==> config.mk <==
export PLATFORM = sky130hd
export DESIGN_NAME = handler_if_top
export DESIGN_NICKNAME = d
export VERILOG_FILES = /design/src/rtl/hif_pkg.sv /design/src/rtl/hif_in_sync.sv /design/src/rtl/hif_ms_timer.sv /design/src/rtl/hif_window.sv /design/src/rtl/handler_if_top.sv
export SDC_FILE = /design/constraint.sdc
export NUM_CORES = 1
export LEC_CHECK = 0
export CORE_ASPECT_RATIO = 1.4
export CORE_MARGIN = 3
export CORE_UTILIZATION = 53
export DETAILED_ROUTE_END_ITERATION = 10
export PLACE_DENSITY = 0.76
export REMOVE_ABC_BUFFERS = 1
export SLEW_MARGIN = 20
export SYNTH_ARGS = -nofsm -noshare
export SYNTH_HDL_FRONTEND = slang
export SYNTH_HIERARCHICAL = 1
export SYNTH_SLANG_ARGS = --single-unit
==> constraint.sdc <==
create_clock -name clk_i -period 2.4 [get_ports clk_i]
set_input_delay 0.24 -clock clk_i [delete_from_list [all_inputs] [get_ports clk_i]]
set_output_delay 0.24 -clock clk_i [all_outputs]
set_load 0.03 [all_outputs]
==> src/rtl/hif_pkg.sv <==
package hif_pkg;
  localparam int unsigned ADDR_W = 3;
  localparam int unsigned DATA_W = 16;
  localparam int unsigned N_IN   = 3;

  typedef enum logic [ADDR_W-1:0] {
    REG_CFG      = 3'd0,
    REG_BIN_ON   = 3'd1,
    REG_BIN_OFF  = 3'd2,
    REG_EOS_ON   = 3'd3,
    REG_EOS_OFF  = 3'd4,
    REG_BIN_CODE = 3'd5
  } reg_addr_e;

  typedef struct packed {
    logic rt_ctrl;
    logic eos_hi;
    logic bin_hi;
    logic in_hi;
  } cfg_t;
endpackage

==> src/rtl/hif_in_sync.sv <==
module hif_in_sync #(
  parameter int unsigned STAGES = 2
) (
  input  logic clk_i,
  input  logic rst_ni,
  input  logic raw_i,
  input  logic active_high_i,
  output logic rise_o
);
  logic [STAGES-1:0] sync_q;
  logic act, act_q;

  // idle raw level of the reset polarity (active-low) is 1
  always_ff @(posedge clk_i or negedge rst_ni) begin
    if (!rst_ni) sync_q <= '1;
    else         sync_q <= {sync_q[STAGES-2:0], raw_i};
  end

  assign act = active_high_i ? sync_q[STAGES-1] : ~sync_q[STAGES-1];

  always_ff @(posedge clk_i or negedge rst_ni) begin
    if (!rst_ni) act_q <= 1'b0;
    else         act_q <= act;
  end

  assign rise_o = act & ~act_q;
endmodule

==> src/rtl/hif_ms_timer.sv <==
module hif_ms_timer #(
  parameter int unsigned PRESCALE  = 250000,
  parameter int unsigned WINDOW_MS = 1000,
  parameter int unsigned MS_W      = 10
) (
  input  logic            clk_i,
  input  logic            rst_ni,
  input  logic            restart_i,
  output logic            active_o,
  output logic [MS_W-1:0] ms_o
);
  localparam int unsigned PRE_W = (PRESCALE > 1) ? $clog2(PRESCALE) : 1;
  localparam logic [PRE_W-1:0] PRE_LAST = PRE_W'(PRESCALE - 1);
  localparam logic [MS_W-1:0]  MS_LAST  = MS_W'(WINDOW_MS - 1);

  logic [PRE_W-1:0] pre_q;
  logic             tick;

  assign tick = (pre_q == PRE_LAST);

  always_ff @(posedge clk_i or negedge rst_ni) begin
    if (!rst_ni) begin
      pre_q    <= '0;
      ms_o     <= '0;
      active_o <= 1'b0;
    end else if (restart_i) begin
      pre_q    <= '0;
      ms_o     <= '0;
      active_o <= 1'b1;
    end else if (active_o) begin
      if (tick) begin
        pre_q <= '0;
        if (ms_o == MS_LAST) active_o <= 1'b0;
        else                 ms_o     <= ms_o + 1'b1;
      end else begin
        pre_q <= pre_q + 1'b1;
      end
    end
  end
endmodule

==> src/rtl/hif_window.sv <==
module hif_window #(
  parameter int unsigned MS_W = 10
) (
  input  logic            active_i,
  input  logic [MS_W-1:0] ms_i,
  input  logic [MS_W-1:0] start_i,
  input  logic [MS_W-1:0] stop_i,
  output logic            on_o
);
  // half-open interval; stop <= start yields empty
  assign on_o = active_i && (ms_i >= start_i) && (ms_i < stop_i);
endmodule

==> src/rtl/handler_if_top.sv <==
module handler_if_top
  import hif_pkg::*;
#(
  parameter int unsigned NUM_BINS    = 12,
  parameter int unsigned MS_W        = 10,
  parameter int unsigned WINDOW_MS   = 1000,
  parameter int unsigned PRESCALE    = 250000,
  parameter int unsigned SYNC_STAGES = 2
) (
  input  logic                clk_i,
  input  logic                rst_ni,
  input  logic                wr_en_i,
  input  logic [2:0]          wr_addr_i,
  input  logic [15:0]         wr_data_i,
  input  logic                test_done_i,
  input  logic                hnd_start_i,
  input  logic                hnd_retest_i,
  input  logic                hnd_alarm_i,
  output logic                start_pulse_o,
  output logic                retest_pulse_o,
  output logic                alarm_pulse_o,
  output logic [11:0]         bin_o,
  output logic                eos_o,
  output logic                retest_o
);
  cfg_t                cfg_q;
  logic [MS_W-1:0]     bin_start, bin_stop, eos_start, eos_stop;
  logic [NUM_BINS-1:0] bin_code_r, bin_code_q;
  logic                win_active;
  logic [MS_W-1:0]     ms_cnt;
  logic                bin_on, eos_on;
  logic [N_IN-1:0]     raw_in, rise;
  logic [NUM_BINS-1:0] bin_asrt;

  // register port
  always_ff @(posedge clk_i or negedge rst_ni) begin
    if (!rst_ni) begin
      cfg_q      <= '0;
      bin_start  <= '0;
      bin_stop   <= '0;
      eos_start  <= '0;
      eos_stop   <= '0;
      bin_code_r <= '0;
    end else if (wr_en_i) begin
      case (reg_addr_e'(wr_addr_i))
        REG_CFG:      cfg_q      <= cfg_t'(wr_data_i[$bits(cfg_t)-1:0]);
        REG_BIN_ON:   bin_start  <= wr_data_i[MS_W-1:0];
        REG_BIN_OFF:  bin_stop   <= wr_data_i[MS_W-1:0];
        REG_EOS_ON:   eos_start  <= wr_data_i[MS_W-1:0];
        REG_EOS_OFF:  eos_stop   <= wr_data_i[MS_W-1:0];
        REG_BIN_CODE: bin_code_r <= wr_data_i[NUM_BINS-1:0];
        default: ;
      endcase
    end
  end

  // bin code frozen for the whole window
  always_ff @(posedge clk_i or negedge rst_ni) begin
    if (!rst_ni)          bin_code_q <= '0;
    else if (test_done_i) bin_code_q <= bin_code_r;
  end

  // handler inputs
  assign raw_in = {hnd_alarm_i, hnd_retest_i, hnd_start_i};

  for (genvar g = 0; g < N_IN; g++) begin : g_in
    hif_in_sync #(.STAGES(SYNC_STAGES)) i_sync (
      .clk_i         (clk_i),
      .rst_ni        (rst_ni),
      .raw_i         (raw_in[g]),
      .active_high_i (cfg_q.in_hi),
      .rise_o        (rise[g])
    );
  end

  assign start_pulse_o  = rise[0];
  assign retest_pulse_o = rise[1];
  assign alarm_pulse_o  = rise[2];

  // output timing
  hif_ms_timer #(
    .PRESCALE  (PRESCALE),
    .WINDOW_MS (WINDOW_MS),
    .MS_W      (MS_W)
  ) i_timer (
    .clk_i     (clk_i),
    .rst_ni    (rst_ni),
    .restart_i (test_done_i),
    .active_o  (win_active),
    .ms_o      (ms_cnt)
  );

  hif_window #(.MS_W(MS_W)) i_bin_win (
    .active_i (win_active),
    .ms_i     (ms_cnt),
    .start_i  (bin_start),
    .stop_i   (bin_stop),
    .on_o     (bin_on)
  );

  hif_window #(.MS_W(MS_W)) i_eos_win (
    .active_i (win_active),
    .ms_i     (ms_cnt),
    .start_i  (eos_start),
    .stop_i   (eos_stop),
    .on_o     (eos_on)
  );

  assign bin_asrt = bin_code_q & {NUM_BINS{bin_on}};
  assign bin_o    = cfg_q.bin_hi ? bin_asrt : ~bin_asrt;
  assign eos_o    = cfg_q.eos_hi ? eos_on : ~eos_on;
  assign retest_o = cfg_q.in_hi ? cfg_q.rt_ctrl : ~cfg_q.rt_ctrl;
endmodule

### Word level (Yosys, flattened, before mapping)

Index checks and enable logic that the tools add are counted.

* $add $sub $neg: 2
* mux-type cells: 17
* reduce and logical (&&, ||, !) cells: 14
* bitwise operators: 13
* magnitude comparators: 4
* equal/unequal tests: 8

Operators with widths (number)
* $mux 18: 3
* $mux 10: 4
* $ge 10x10->1: 2
* $lt 10x10->1: 2
* $add 18x1->18 const B: 1
* $eq 18x18->1 const B: 1
* $and 12x12->12: 1
* $mux 12: 1
* $not 12->12: 1
* $reduce_and 2->1: 6
* $add 10x1->10 const B: 1
* $eq 10x10->1 const B: 1
* $mux 1: 9
* $not 1->1: 8
* $eq 3x2->1 const B: 2
* $eq 3x3->1 const B: 2
* $logic_and 1x1->1: 4
* $reduce_bool 2->1: 2
* $and 1x1->1: 3
* $eq 3x1->1 const B: 1
* $logic_not 3->1: 1
* $reduce_and 3->1: 1
* $ne 2x2->1 const B: 1

* register bits: 106
* output and inout bits: 17
* logic and storage cells: 77
* input port bits: 26

### Longest topological paths before layout

Gate-level depths: netlist of the first run.

* depth after elaboration: 6
* mapped depth: 10
* depth with buffers taken out: 9

### By module

Netlist of the first run, hierarchy kept.

By module, submodules not included
* handler_if_top: times used 1, sequential area each 1701.6 um^2, area an instance 2773.9 um^2, cells each 176
* hif_ms_timer: times used 1, sequential area each 725.7 um^2, area an instance 1597.8 um^2, cells each 165
* hif_window: times used 2, sequential area each 0.0 um^2, area an instance 476.7 um^2, cells each 66
* hif_in_sync: times used 3, sequential area each 77.6 um^2, area an instance 95.1 um^2, cells each 5

### Worst setup path before layout of the first run

Ideal clock, no wire load.

* path type: register to output
* start point: register i_timer.ms_o[3]
* end point: output port bin_o[0]
* data required time: 2160 ps
* arrival: 2366 ps
* stages on the path, launching flop included: 10
* slack: -206 ps
* cell sequence: dfrtp_1 > ha_1 > a21oi_1 > nor2_2 > a211oi_2 > a21oi_1 > nor3_1 > clkbuf_1 > nand2_1 > xor2_1

* word-level cells in the longest chain between the ends: 6
* elaborated cells between the ends (all ways): 7
* those cells by class: order compare: 2; mux: 1; bitwise: 2; reduce/logical: 2

Ends and longest elaborated chain
* from (decl): RTL line hif_ms_timer.sv:10 `output logic [MS_W-1:0] ms_o`
* from (signal assigned): RTL line hif_ms_timer.sv:34 `else ms_o <= ms_o + 1'b1;`
* $ge 10x10->1: RTL line hif_window.sv:11 `assign on_o = active_i && (ms_i >= start_i) && (ms_i < stop_i);`
* $logic_and 1x1->1: RTL line hif_window.sv:11
* $logic_and 1x1->1 (*): RTL line hif_window.sv:11
* net bin_on: RTL line handler_if_top.sv:31 `logic bin_on, eos_on;`
* $and 12x12->12 (*): RTL line handler_if_top.sv:109 `assign bin_asrt = bin_code_q & {NUM_BINS{bin_on}};`
* $not 12->12: RTL line handler_if_top.sv:110 `assign bin_o = cfg_q.bin_hi ? bin_asrt : ~bin_asrt;`
* $mux 12 (*): RTL line handler_if_top.sv:110
* to (decl): RTL line handler_if_top.sv:22 `output logic [11:0] bin_o,`

Mark *: on every way through the listed nets, which the timed path passes. The rest lies on a longest branch.

### Final worst setup path of the first run

* start point: register i_timer.ms_o[6]
* end point: output port bin_o[2]

Same word-level chain as after synthesis.

==> flow_summary.ini, run 1 <==
[yosys]
syn_area_um2 = 5610
ys_types = 50
synth_edf_count = 0
synth_seq_cells = 106
syn_avg_cell_area_um2 = 11.5
yosysSeqAreaShare_pct = 47.4
yosysWarnings = 6
async_flop_share_pct = 100
synthFlopType = dfrtp_1
syn-instance-count = 488

[hold_path]
hold_path_class = in2reg

[cts]
clock_sinks = 106
clock_latency_ps = 350
clockBufferDepth = 2
numCtsBuffers = 9
root_buffer = clkbuf_16
tritoncts = built
path_clk_slew_ps = 80
h-tree-depth = 3

[run_status]
status = finished with violations
failed_checks = setup timing

[critical_path]
start_kind = register
worstPathMaxFanout = 6
endpoint_kind = primary output
critPathLaunch = i_timer/ms_o[6]
r2r_setup_slack_ps = 360
rr_startpoint = i_timer/pre_q[0]
reg2reg_depth = 6
regToRegEndpoint = i_timer/pre_q[13]
crit_type = reg2out
crit_required_ps = 2160
endpoint = bin_o[2]
cp.arrival_ps = 2650

[global_routing]
grt_max_degree = 65
grt_overflow_total = 0
grt_pass1_wl_mm = 19.7
grtUsageTotal_pct = 21.3
antenna_found_initial = 0
grt_pass1_vias = 4005

[floorplanning]
dieArea_um2 = 11900
start_util_pct = 55.5
die_h_um = 128
die_x_um = 93.0
rows = 43
io_pins = 43
coreArea_um2 = 10100

[finish]
diodes = 0
syn2layout_area_growth_pct = 21.5
final_cell_mix = dfrtp_1, mux2_2, inv_1
nets = 616
seqCellArea_um2 = 2670
drive_gt1_share_pct = 34.4
multi_input_area_um2 = 2950
design_area_um2 = 6810
num-fill-cells = 778
final_common_cell = dfrtp_1

[timing]
rsz0062_at_grt = yes
skew_ps = 4.82
slew_headroom_pct = 54.2
timing_worst_slew_pin_value_ps = 687
max_freq_mhz = 346
setup_slack_ps = -488
setup_violations = 13
finalCritPeriodShare_pct = 120
setup_tns_ps = -5430
fin_crit_ps = 2890
final_hold_viol_count = 0
final_max_slew_viol_count = 0

[placed_design]
placed_area_um2 = 6200
place_hpwl_mm = 8.19
place_ws_ps = -60.0
gp_congestion = 0.858
port_buffers = 38

[detailed_routing]
drcViolationCount = 0
via_per_inst = 5.59
drt_iter0_markers = 203
wl_mm = 12.1
ant_nets = 0
drt-pass1-iter-count = 4
num_vias = 3856
wire_per_inst_um = 17.5

[pwr]
combPwrFrac_pct = 22.3
clockPowerShare_pct = 30.6
peakVddDrop_v = 0.000626
p_switching_mw = 1.44
p_int_mw = 3.35
power_density_nw_per_um2 = 703
swShare_pct = 30.1
p_seq_share_pct = 47.1
power.leakage_nw = 3.04
power_mw = 4.79

[job]
drv_cap = 0
## Yosys cell counts (10+ instances only)
| cell | count | area [um^2] |
|---|---|---|
| nor3_1 | 11 | 55.1 |
| xnor2_1 | 17 | 149 |
| nand3_1 | 12 | 60.1 |
| nand2_1 | 36 | 135 |
| mux2_2 | 68 | 766 |
| nor2_1 | 31 | 116 |
| a21oi_1 | 13 | 65.1 |
| ha_1 | 40 | 500 |
| nand4_1 | 10 | 62.6 |
| xor2_1 | 22 | 193 |
| inv_1 | 37 | 139 |
| dfrtp_1 | 100 | 2500 |
## layout make-up
class | instances | share of cell area (%)
Clock buffer | 9 | 3.31
Clock inverter | 7 | 1.16
Inverter | 39 | 2.15
Multi-Input combinational cell | 329 | 43.3
Sequential cell | 106 | 39.1
Tap cell | 135 | 2.48
Timing Repair Buffer | 65 | 8.54
## worst min-delay path by stage
| stage | start | to | slack [ps] | depth (start not counted) |
|---|---|---|---|---|
| finish | hnd_retest_i | g_in[1].i_sync/sync_q[0] | 290 | 1 |
| global route | hnd_retest_i | g_in[1].i_sync/sync_q[0] | 290 | 1 |
| CTS | hnd_retest_i | g_in[1].i_sync/sync_q[0] | 280 | 1 |
| detailed placement | rst_ni | i_timer/pre_q[3] | 280 | 1 |
| global placement | rst_ni | i_timer/pre_q[4] | 270 | 1 |
| floorplan | rst_ni | bin_code_q[0] | -60 | 0 |
## cell families (layout without fill, tap and decap cells)
kind of cell               count (synthesis)  after routing  share of synthesized area (%)
AOI/OAI and AO/OA                         36             36                           4.28
xor gates and xnor gates                  39             39                           6.09
DFF                                      106            106                           47.4
and+or+nand+nor                          144            144                           15.0
muxes                                     70             70                           14.0
adders and majority gates                 40             40                           8.92
buffers and inverters                     53            120                           4.26
## through the flow
step                      hold slack, ps  cells  util [%]
after floorplan                    -55.6    474         -
after global placement               270    668      61.3
after detailed placement             281    668      61.3
after CTS                            278    689      65.3
after global routing                 286    690      67.4
final                                288    690      67.4
## routing by layer
layer,up-vias,global-route usage [%],part of all wire [%]
li1,1806,-,-
met4,0,8.63,2.6
met5,-,0,0
met1,1942,26.5,42
met2,88,37.7,52
met3,20,2.29,3.4
## power by group through the flow
stage	clock, mW	sequential (mW)	combinational, mW
after detailed placement	0	2.28	0.978
after global routing	1.56	2.30	1.16
after CTS	1.50	2.25	1.00
final	1.47	2.26	1.07
after global placement	0	2.26	0.942
after floorplan	0	2.22	0.662
## state kept, by name (all words and copies together) (netlist names)
signal              cells
i_timer/pre_q          18
eos_start              10
i_timer/active_o        1
cfg_q                   4
g_in.i_sync/act_q       3
i_timer/ms_o           10
eos_stop               10
bin_code_q             12
g_in.i_sync/sync_q      6
bin_stop               10
bin_start              10
bin_code_r             12
## what timing repair did
action	4_1_cts	5_1_grt
hold buffers	1	0
pin swaps	9	17
gates cloned	1	0
buffers inserted	3	4
endpoints found under the hold margin	42	0
resized for setup	15	36
endpoints found under the setup margin	13	13
## critical path: stages, from the launching register on
cell	delay, ps
dfrtp_1	430
ha_1	300
nand4_1	230
nor3b_2	340
nor3_2	90
nor3_2	260
buf_6	200
nand2_2	60
xor2_1	190
buf_4	200
Note: power is estimated with default switching activity, not from simulation.
==> run 2: changes to the inputs <==
--- a/config.mk
+++ b/config.mk
@@ -5,6 +5,7 @@
 export SDC_FILE = /design/constraint.sdc
 export NUM_CORES = 1
 export LEC_CHECK = 0
+export CAP_MARGIN = 20
 export CORE_ASPECT_RATIO = 1.4
 export CORE_MARGIN = 3
 export CORE_UTILIZATION = 53
==> results of run 2 <==
The final DEF is identical to that of run 1; final timing and power are the same.
